`src/rtl/agu_pkg.sv`:
```
`timescale 1ns/1ps
package agu_pkg;

    localparam int ADDR_W = 32;

    typedef logic [ADDR_W-1:0] addr_t;

    typedef enum logic [1:0] {
        AM_LIN   = 2'b00,
        AM_CIRC  = 2'b01,
        AM_MWRAP = 2'b10,
        AM_REVC  = 2'b11
    } agu_mode_e;

    typedef struct packed {
        agu_mode_e mode;
        addr_t     ptr;
        addr_t     step;
        addr_t     modv;
    } agu_req_t;

    // Mirror every bit position of an address word.
    function automatic addr_t mirror(input addr_t v);
        addr_t r;
        for (int i = 0; i < ADDR_W; i++) r[i] = v[ADDR_W-1-i];
        return r;
    endfunction

    // Smear the highest set bit downward: smallest 2^k-1 mask covering v.
    function automatic addr_t smear_down(input addr_t v);
        addr_t r;
        r = v;
        for (int s = 1; s < ADDR_W; s = s * 2) r = r | (r >> s);
        return r;
    endfunction

endpackage

```
`src/rtl/agu_circ.sv`:
```
`timescale 1ns/1ps
module agu_circ
    import agu_pkg::*;
(
    input  addr_t ptr,
    input  addr_t step,
    input  addr_t modv,
    output addr_t nxt
);
    localparam int SW = ADDR_W + 2;

    addr_t                 span_mask;
    addr_t                 base;
    addr_t                 idx;
    logic signed [SW-1:0]  sum;
    logic signed [SW-1:0]  lim;
    logic signed [SW-1:0]  wrapped;

    always_comb begin
        span_mask = smear_down(modv - addr_t'(1));
        base      = ptr & ~span_mask;
        idx       = ptr & span_mask;
        lim       = $signed({2'b00, modv});
        sum       = $signed({2'b00, idx}) + $signed({{2{step[ADDR_W-1]}}, step});
        if (sum >= lim)
            wrapped = sum - lim;
        else if (sum < 0)
            wrapped = sum + lim;
        else
            wrapped = sum;
        nxt = base | (wrapped[ADDR_W-1:0] & span_mask);
    end
endmodule

```
`src/rtl/agu_mwrap.sv`:
```
`timescale 1ns/1ps
module agu_mwrap
    import agu_pkg::*;
(
    input  addr_t ptr,
    input  addr_t step,
    input  addr_t modv,
    output addr_t nxt
);
    addr_t low_mask;
    addr_t raw;

    always_comb begin
        low_mask = modv - addr_t'(1);   // modv = 0 gives all ones: linear
        raw      = ptr + step;
        nxt      = (ptr & ~low_mask) | (raw & low_mask);
    end
endmodule

```
`src/rtl/agu_revc.sv`:
```
`timescale 1ns/1ps
module agu_revc
    import agu_pkg::*;
(
    input  addr_t ptr,
    input  addr_t step,
    output addr_t nxt
);
    addr_t rsum;

    always_comb begin
        rsum = mirror(ptr) + mirror(step);
        nxt  = mirror(rsum);
    end
endmodule

```
`src/rtl/agu_update.sv`:
```
`timescale 1ns/1ps
module agu_update
    import agu_pkg::*;
(
    input  logic        clk,
    input  logic        rst,
    input  logic        in_valid,
    input  logic [1:0]  mode,
    input  logic [31:0] ptr,
    input  logic [31:0] step,
    input  logic [31:0] modv,
    output logic        out_valid,
    output logic [31:0] nxt_ptr,
    output logic [31:0] eff_addr
);
    agu_req_t req;
    addr_t    lin_nxt, circ_nxt, mwrap_nxt, revc_nxt, sel_nxt;

    assign req = '{mode: agu_mode_e'(mode), ptr: ptr, step: step, modv: modv};

    assign lin_nxt = req.ptr + req.step;

    agu_circ u_circ (
        .ptr (req.ptr),
        .step(req.step),
        .modv(req.modv),
        .nxt (circ_nxt)
    );

    agu_mwrap u_mwrap (
        .ptr (req.ptr),
        .step(req.step),
        .modv(req.modv),
        .nxt (mwrap_nxt)
    );

    agu_revc u_revc (
        .ptr (req.ptr),
        .step(req.step),
        .nxt (revc_nxt)
    );

    always_comb begin
        unique case (req.mode)
            AM_LIN:   sel_nxt = lin_nxt;
            AM_CIRC:  sel_nxt = (req.modv == '0) ? lin_nxt : circ_nxt;
            AM_MWRAP: sel_nxt = mwrap_nxt;
            AM_REVC:  sel_nxt = revc_nxt;
            default:  sel_nxt = lin_nxt;
        endcase
    end

    always_ff @(posedge clk) begin
        if (rst) begin
            out_valid <= 1'b0;
            nxt_ptr   <= '0;
            eff_addr  <= '0;
        end else begin
            out_valid <= in_valid;
            if (in_valid) begin
                nxt_ptr  <= sel_nxt;
                eff_addr <= req.ptr;
            end
        end
    end
endmodule

```
`config.mk`:
```
export PLATFORM = sky130hd
export DESIGN_NAME = agu_update
export DESIGN_NICKNAME = d
export VERILOG_FILES = /design/src/rtl/agu_pkg.sv /design/src/rtl/agu_circ.sv /design/src/rtl/agu_mwrap.sv /design/src/rtl/agu_revc.sv /design/src/rtl/agu_update.sv
export SDC_FILE = /design/constraint.sdc
export NUM_CORES = 1
export LEC_CHECK = 0
export ABC_AREA = 1
export BUFFER_PORTS_ARGS = -buffer_cell sky130_fd_sc_hd__buf_2
export CORE_MARGIN = 3
export CORE_UTILIZATION = 55
export CTS_CLUSTER_SIZE = 28
export DETAILED_ROUTE_END_ITERATION = 8
export PLACE_DENSITY = 0.78
export SLEW_MARGIN = 20
export SYNTH_ARGS = -nofsm -noshare
export SYNTH_HDL_FRONTEND = slang
export SYNTH_SLANG_ARGS = --single-unit
```
`constraint.sdc`:
```
create_clock -name clk -period 6.35 [get_ports clk]
set_clock_uncertainty 0.05 [all_clocks]
set_input_delay 0.9525 -clock clk [delete_from_list [all_inputs] [get_ports clk]]
set_output_delay 0.9525 -clock clk [all_outputs]
set_load 0.01 [all_outputs]
```
==> results of run 1 <==
kinds of logic after synthesis:
family | count (synthesis)
xor gates and xnor gates | 121
DFF | 65
adders and majority gates | 135
and+or+nand+nor | 1420
buffers and inverters | 517
AOI/OAI and AO/OA | 619
through the flow:
step | setup WS (ns) | hold slack, ns | cell area (um^2) | util [%] | cells
CTS | -0.156 | 0.410 | 23600 | 86.1 | 4032
detailed placement | -1.33 | 0.402 | 21100 | 77.0 | 3927
global placement | -1.23 | 0.396 | 21100 | 77.0 | 3927
floorplan | -0.0323 | 0.436 | 15700 | - | 2877
what timing repair did:
action | in CTS
gates resized for setup | 352
pin swaps | 157
buffers inserted | 89
gates cloned | 3
setup endpoints to repair | 32
metal layers:
layer	overflow	global-route usage, %
met1	0	67.7
met2	3	86.1
met3	0	49.8
met4	0	64.4
met5	0	12.2
==> qor.yml, run 1 <==
gp_congestion: 1.26
yosysMostFrequentCell: "nand2_1"
overflow: 3
synthSimpleGateAreaFrac_pct: 38.6
ys_warn_count: 0
grt_max_degree: 87
synth-xor-area-share_pct: 6.90
netlist_area_um2: 15600
dieWidth_um: 174
synthAdderAreaFrac_pct: 11.1
clock_sinks: 65
syn_inst: 2877
cts_buffers: 9
ctsLongestPathBuffers: 2
synthTopCellsByArea: "nand2_1 (20%), ha_1 (10%), inv_1 (10%)"
yosys-top-cells-count: "nand2_1 (809), inv_1 (420), nor2_1 (345)"
synth_compound_area_share_pct: 22.3
start_util_pct: 56.8
io_buffers: 165
htreeDepth: 3
grt_pass1_vias: 27900
ys.flop_type: "dfxtp_1"
ys_seq_area_share_pct: 8.36
ys_types: 58
outcome: "did not finish"
muxShareOfSynthArea_pct: 0
dp_hpwl_um: 63700
avgSynthCellArea_um2: 5.41
firstError: "[ERROR GRT-0116] Global routing finished with congestion. Check the congestion regions in the DRC Viewer."
fp.dieH_um: 174
grtUsageTotal_pct: 67.1
synthArstFlopShare_pct: 0
synth_edf_count: 0
grt_pass1_wl_um: 158000
io_pins: 166
clock-root-buffer: "clkbuf_16"
yosysTopAreaCellShare_pct: 19.5
hold_buffers: 0
synth_top_family_by_area: "simple AND/OR/NAND/NOR gates"
synth_top_area_cell: "nand2_1"
fp-row-count: 60
haltStage: "global routing (5_1_grt)"
synthesis.nets: 3113
ys_seq_elements: 65
==> run 2, diff against run 1 <==
Settings changed: CORE_UTILIZATION 55 to 40, CTS_CLUSTER_SIZE 28 to not set, PLACE_DENSITY 0.78 to not set, PLACE_DENSITY_LB_ADDON set to 0.15.
Clock period 6.35 ns to 8.3 ns, I/O delays scaled along.
==> run 2 against run 1 <==
The flow now finishes without violations. Area after synthesis did not move. Synthesized cell count unchanged.
==> qor.yml, run 2 <==
drv_slew: 0
via_count: 20300
ys_seq_elements: 65
overflow: 0
netlist_area_um2: 15600
avgSynthCellArea_um2: 5.41
worstSetupPathType: "in -> reg"
peakVddDrop_mv: 0.0946
fmax_mhz: 127
cts_buffers: 9
dp_hpwl_um: 67000
crit_arrival_ns: 8.09
totalWireLength_um: 78900
setup_slack_ns: 0.435
fin_crit_sh_pct: 94.8
endpoint_kind: "flip-flop"
min_path_type: "reg -> reg"
design.core.area_um2: 38000
fp-row-count: 71
ctsLongestPathBuffers: 2
firstDrtPassIters: 6
io_pins: 166
via_per_inst: 5.67
cpMostUsedCell: "nand2_1"
fin_crit_ns: 7.86
reg_top3: "eff_addr: 32 flops, nxt_ptr: 32 flops, out_valid: 1 flops"
area_delta_synth_final_pct: 14.8
critical-path-max-stage-delay_ns: 0.45
io_buffers: 165
synthArstFlopShare_pct: 0
maxSlewHeadroom_pct: 32.7
fp.dieH_um: 203
yosysTopAreaCellShare_pct: 19.5
drc: 0
fillers: 4322
p_per_area_nw_per_um2: 163
mostFrequentLayoutCell: "nand2_1"
synthAdderAreaFrac_pct: 11.1
synth_compound_area_share_pct: 22.3
grt_max_degree: 66
yosys-top-cells-count: "nand2_1 (809), inv_1 (420), nor2_1 (345)"
cp_slowest_cell: "o31ai_1"
setup_viol: 0
synthTopCellsByArea: "nand2_1 (20%), ha_1 (10%), inv_1 (10%)"
ant_nets: 0
start_util_pct: 41.0
dieWidth_um: 203
synthSimpleGateAreaFrac_pct: 38.6
die-area_um2: 41300
syn_inst: 2877
synth_edf_count: 0
grt_pass1_wl_um: 116000
ys_types: 58
antenna_found_initial: 0
rsz0062_at_grt: "false"
synth_top_area_cell: "nand2_1"
synth_top_family_by_area: "simple AND/OR/NAND/NOR gates"
p_leak_nw: 9.33
ys.flop_type: "dfxtp_1"
ys_seq_area_share_pct: 8.36
drtIter0Drc: 2011
cts_tree: "yes"
critical_path_required_ns: 8.53
synth-xor-area-share_pct: 6.90
dp_worst_setup_slack_ns: -0.107
gp_congestion: 1.08
final_cell_mix: "nand2_1 (807), inv_1 (420), nor2_1 (341)"
grt_pass1_vias: 19400
outcome: "finished clean"
drive_above_1_share_pct: 12.4
clock-root-buffer: "clkbuf_16"
ys_warn_count: 0
critPathLaunchType: "primary input"
muxShareOfSynthArea_pct: 0
yosysMostFrequentCell: "nand2_1"
finalHoldViolCount: 0
n_antenna_cell: 0
synthesis.nets: 3113
tightest_slew_ns: 1.01
wire_per_inst_um: 22.0
path_max_fanout: 4
fin_nets: 3308
clk_latency_ns: 0.35
worst_hold_slack_ns: 0.406
clkTransAtPathRegs_ns: 0.06
utilization_pct: 47.0
clock_sinks: 65
htreeDepth: 3
grtUsageTotal_pct: 36.8
cap_violations: 0
run 2: cell counts after synthesis:
No cell type changed its count.
run 2: stage by stage:
stage	total power [mW]	instance area [um^2]	setup TNS (ns)	cells
after floorplan	1.59	15600	0	2877
after global placement	2.39	17500	-0.116	3569
after detailed placement	2.37	17500	-0.179	3569
after CTS	2.84	17800	0	3585
after global routing	3.10	17900	0	3588
final	2.92	17900	0	3588
run 2: timing repair:
item | CTS | global route
setup endpoints to repair | 0 | 32
resized for setup | 0 | 17
buffers inserted | 0 | 3
hold buffers | 0 | 0
run 2: path summary, 6_finish.rpt:
kind / start / to / slack [ns] / depth (start not counted)
setup / recovery: modv[0] / nxt_ptr[23] / 0.44 / 42
setup reg to reg: nxt_ptr[31] / nxt_ptr[31] / 7.40 / 2
hold / removal: eff_addr[26] / eff_addr[26] / 0.41 / 2
hold reg to reg: eff_addr[26] / eff_addr[26] / 0.41 / 2
run 2: area by class of cell:
| cell class | instances | area, um^2 | area share (%) |
|---|---|---|---|
| well taps | 511 | 639 | 3.58 |
| clock buffers | 11 | 253 | 1.41 |
| repair buffers | 267 | 1620 | 9.04 |
| clock inverters | 5 | 77.6 | 0.434 |
| multi-input cells | 2295 | 12400 | 69.1 |
| flip-flops and latches | 65 | 1300 | 7.28 |
| inverters | 434 | 1630 | 9.13 |
run 2: cells by family after synthesis:
family / Yosys count
xor+xnor: 121
flops: 65
buf+inv: 517
compound gates: 619
fa+ha+maj: 135
simple gates: 1420
run 2: metal layers:
layer | part of all wire [%] | up-vias | GRT usage (%)
met5 | 0 | - | 0
met1 | 41 | 9372 | 48.2
met3 | 8.8 | 231 | 4.88
met2 | 43 | 1065 | 58.9
li1 | - | 9664 | -
met4 | 6.6 | 0 | 19.6
run 2: worst max-delay path: cells and delay by family:
family | cells | cell delay [ns]
compound gates | 6 | 1.28
xor+xnor | 1 | 0.29
fa+ha+maj | 3 | 0.97
buf+inv | 9 | 1.02
simple gates | 23 | 3.28
run 2: report_power, final:
part | total [mW] | internal [mW] | leakage (nW) | switching (mW)
clock network | 0.453 | 0.279 | 0.162 | 0.174
registers | 0.357 | 0.338 | 0.538 | 0.0188
logic | 2.11 | 0.661 | 8.63 | 1.45
total | 2.92 | 1.28 | 9.33 | 1.64
Note: power is estimated with default switching activity, not from simulation.
==> run 3, diff against run 2 <==
Settings changed: ABC_AREA 1 to not set.
==> run 3 against run 2 <==
Highest routed layer is now met5. Critical path depth decreased by 1. The flow now finishes with violations (setup timing). Final area increased by 11%. Area after synthesis decreased by 14%. Utilization increased by 13 points. Final cell count decreased by 17%.
==> qor.yml, run 3 <==
clock_sinks: 65
avgSynthCellArea_um2: 6.84
drtIter0Drc: 1967
critical-path-max-stage-delay_ns: 0.58
peakVddDrop_mv: 0.107
synthesis.nets: 2193
io_pins: 166
synth_top_area_cell: "ha_1"
grt_max_degree: 52
intPower_mw: 1.70
gp_congestion: 1.01
drive_above_1_share_pct: 35.1
start_util_pct: 40.8
fin_crit_ns: 8.84
ant_nets: 0
tightest_slew_ns: 1.14
wire_per_inst_um: 22.6
clock-root-buffer: "clkbuf_16"
antenna_found_initial: 1
clkTransAtPathRegs_ns: 0.06
fillers: 3089
hold_buffers: 0
critical_path_required_ns: 8.46
grtUsageTotal_pct: 35.9
htreeDepth: 3
placed_cells: 2922
cts_tree: "yes"
via_per_inst: 6.00
ys_warn_count: 0
clk_latency_ns: 0.36
fp-row-count: 66
cts_buffers: 9
firstDrtPassIters: 7
cp_slowest_cell: "or4_4"
worst_hold_slack_ns: 0.423
final_cell_mix: "buf_4 (467), nor2_1 (205), a21oi_1 (184)"
crit_arrival_ns: 9.00
area_delta_synth_final_pct: 47.6
min_path_type: "reg -> reg"
path_max_fanout: 5
finalHoldViolCount: 0
p_leak_nw: 9.18
critPathLaunchType: "primary input"
cap_violations: 0
worstSetupPathType: "in -> reg"
synth_edf_count: 0
netlist_area_um2: 13400
yosysTopAreaCellShare_pct: 12.1
multiInputGateArea_um2: 12500
dieWidth_um: 189
overflow: 0
totalWireLength_um: 67100
setup_viol: 32
dp_hpwl_um: 54700
reg_top3: "eff_addr: 32 flops, nxt_ptr: 32 flops, out_valid: 1 flops"
maxSlewHeadroom_pct: 23.7
ys.flop_type: "dfxtp_1"
rsz0062_at_grt: "true"
drc: 0
p_switching_mw: 1.58
pwr-share-seq_pct: 11.2
synthArstFlopShare_pct: 0
p_per_area_nw_per_um2: 166
cp_top_family: "simple AND/OR/NAND/NOR gates"
fin_nets: 2764
endpoint_kind: "flip-flop"
grt_pass1_wl_um: 100000
grt_pass1_vias: 16900
p_comb_share_pct: 77.2
path_buf_inv: 11
yosys-top-cells-count: "nor2_1 (214), a21oi_1 (204), nand2_1 (155)"
drv_slew: 0
io_buffers: 165
outcome: "complete, but fails checks"
ys_types: 86
ys_seq_area_share_pct: 9.72
design.core.area_um2: 32800
synthTopCellsByArea: "ha_1 (12%), dfxtp_1 (9.7%), a21oi_1 (7.6%)"
ctsLongestPathBuffers: 2
via_count: 17800
syn_inst: 1957
final_cells: 2975
cpMostUsedCell: "buf_4"
yosysMostFrequentCell: "nor2_1"
fp.dieH_um: 189
fin_crit_sh_pct: 107
seq_area_um2: 1300
swShare_pct: 48.1
ys_seq_elements: 65
power.share.clock_pct: 11.6
fmax_mhz: 113
setup_slack_ns: -0.541
die-area_um2: 35700
violations: "setup timing"
n_antenna_cell: 0
mostFrequentLayoutCell: "buf_4"
==> run 3: cell count changes after synthesis, moves of 53 or more <==
cell,previous run,this run
nand2_1,809,155
inv_1,420,106
nor2_1,345,214
a21oi_1,288,204
nand3_1,140,57
xnor2_1,20,102
xor2_1,99,25
a21o_1,7,60
==> run 3: cell type report <==
cell class / instances / area share (%)
clock buffers: 13 / 1.32
clock inverters: 3 / 0.0760
inverters: 106 / 2.01
multi-input cells: 1680 / 63.1
flip-flops and latches: 65 / 6.58
well taps: 442 / 2.80
repair buffers: 666 / 24.1
==> run 3: what timing repair did <==
item	in CTS	in global routing
gates cloned	1	0
endpoints found under the hold margin	0	0
setup buffers	38	8
gates resized for setup	139	72
pin swaps	84	75
setup endpoints to repair	32	32
==> run 3: per-stage QoR <==
| step | setup TNS (ns) | power (mW) | cell area (um^2) | util [%] | setup slack [ns] |
|---|---|---|---|---|---|
| 6_report | -13.55 | 3.27 | 19800 | 60.3 | -0.541 |
| 4_1_cts | -13.67 | 3.13 | 19400 | 59.1 | -0.546 |
| 5_1_grt | -22.60 | 3.45 | 19800 | 60.3 | -0.850 |
| 2_1_floorplan | -4.99 | 1.57 | 13800 | - | -0.356 |
| 3_3_place_gp | -33.93 | 2.54 | 18200 | 55.4 | -1.21 |
| 3_5_place_dp | -37.43 | 2.54 | 18200 | 55.4 | -1.37 |
==> run 3: path summary, 6_finish.rpt <==
kind	start	endpoint	slack (ns)	depth (start not counted)
setup / recovery	modv[9]	nxt_ptr[23]	-0.54	41
setup reg to reg	nxt_ptr[28]	nxt_ptr[28]	7.16	4
hold / removal	nxt_ptr[29]	nxt_ptr[29]	0.42	2
hold reg to reg	nxt_ptr[29]	nxt_ptr[29]	0.42	2
==> run 3: kinds of logic (layout without fill, tap and decap cells) <==
family | Yosys count | in the layout | synth area share (%)
AO/OA/AOI/OAI | 710 | 710 | 35.1
AND/OR/NAND/NOR | 655 | 655 | 23.9
buffers and inverters | 212 | 788 | 6.07
adder cells (fa/ha/maj) | 135 | 135 | 12.9
XOR/XNOR | 127 | 127 | 8.31
flip-flops | 65 | 65 | 9.72
multiplexers | 53 | 53 | 3.98
==> run 3: power groups by stage <==
| stage | Combinational, mW | Sequential (mW) | Clock, mW |
|---|---|---|---|
| after floorplan | 1.19 | 0.378 | 0 |
| after global placement | 2.16 | 0.372 | 0 |
| after detailed placement | 2.17 | 0.372 | 0 |
| after CTS | 2.38 | 0.366 | 0.381 |
| after global routing | 2.69 | 0.369 | 0.390 |
| final | 2.53 | 0.367 | 0.380 |
==> run 3: per-layer routing <==
metal	GRT usage, %	routed length [um]	up-vias
met4	11.9	2470	2
met5	0	13	-
met3	7.41	6810	132
met2	53.1	27500	898
met1	51.8	30300	8437
li1	-	-	8369
==> run 3: worst reg2reg max path, stage by stage (launching register included) <==
cell and delay [ns]:
dfxtp_1 0.31, nor2b_1 0.13, a31o_2 0.26, o31ai_1 0.23
a21oi_1 0.06
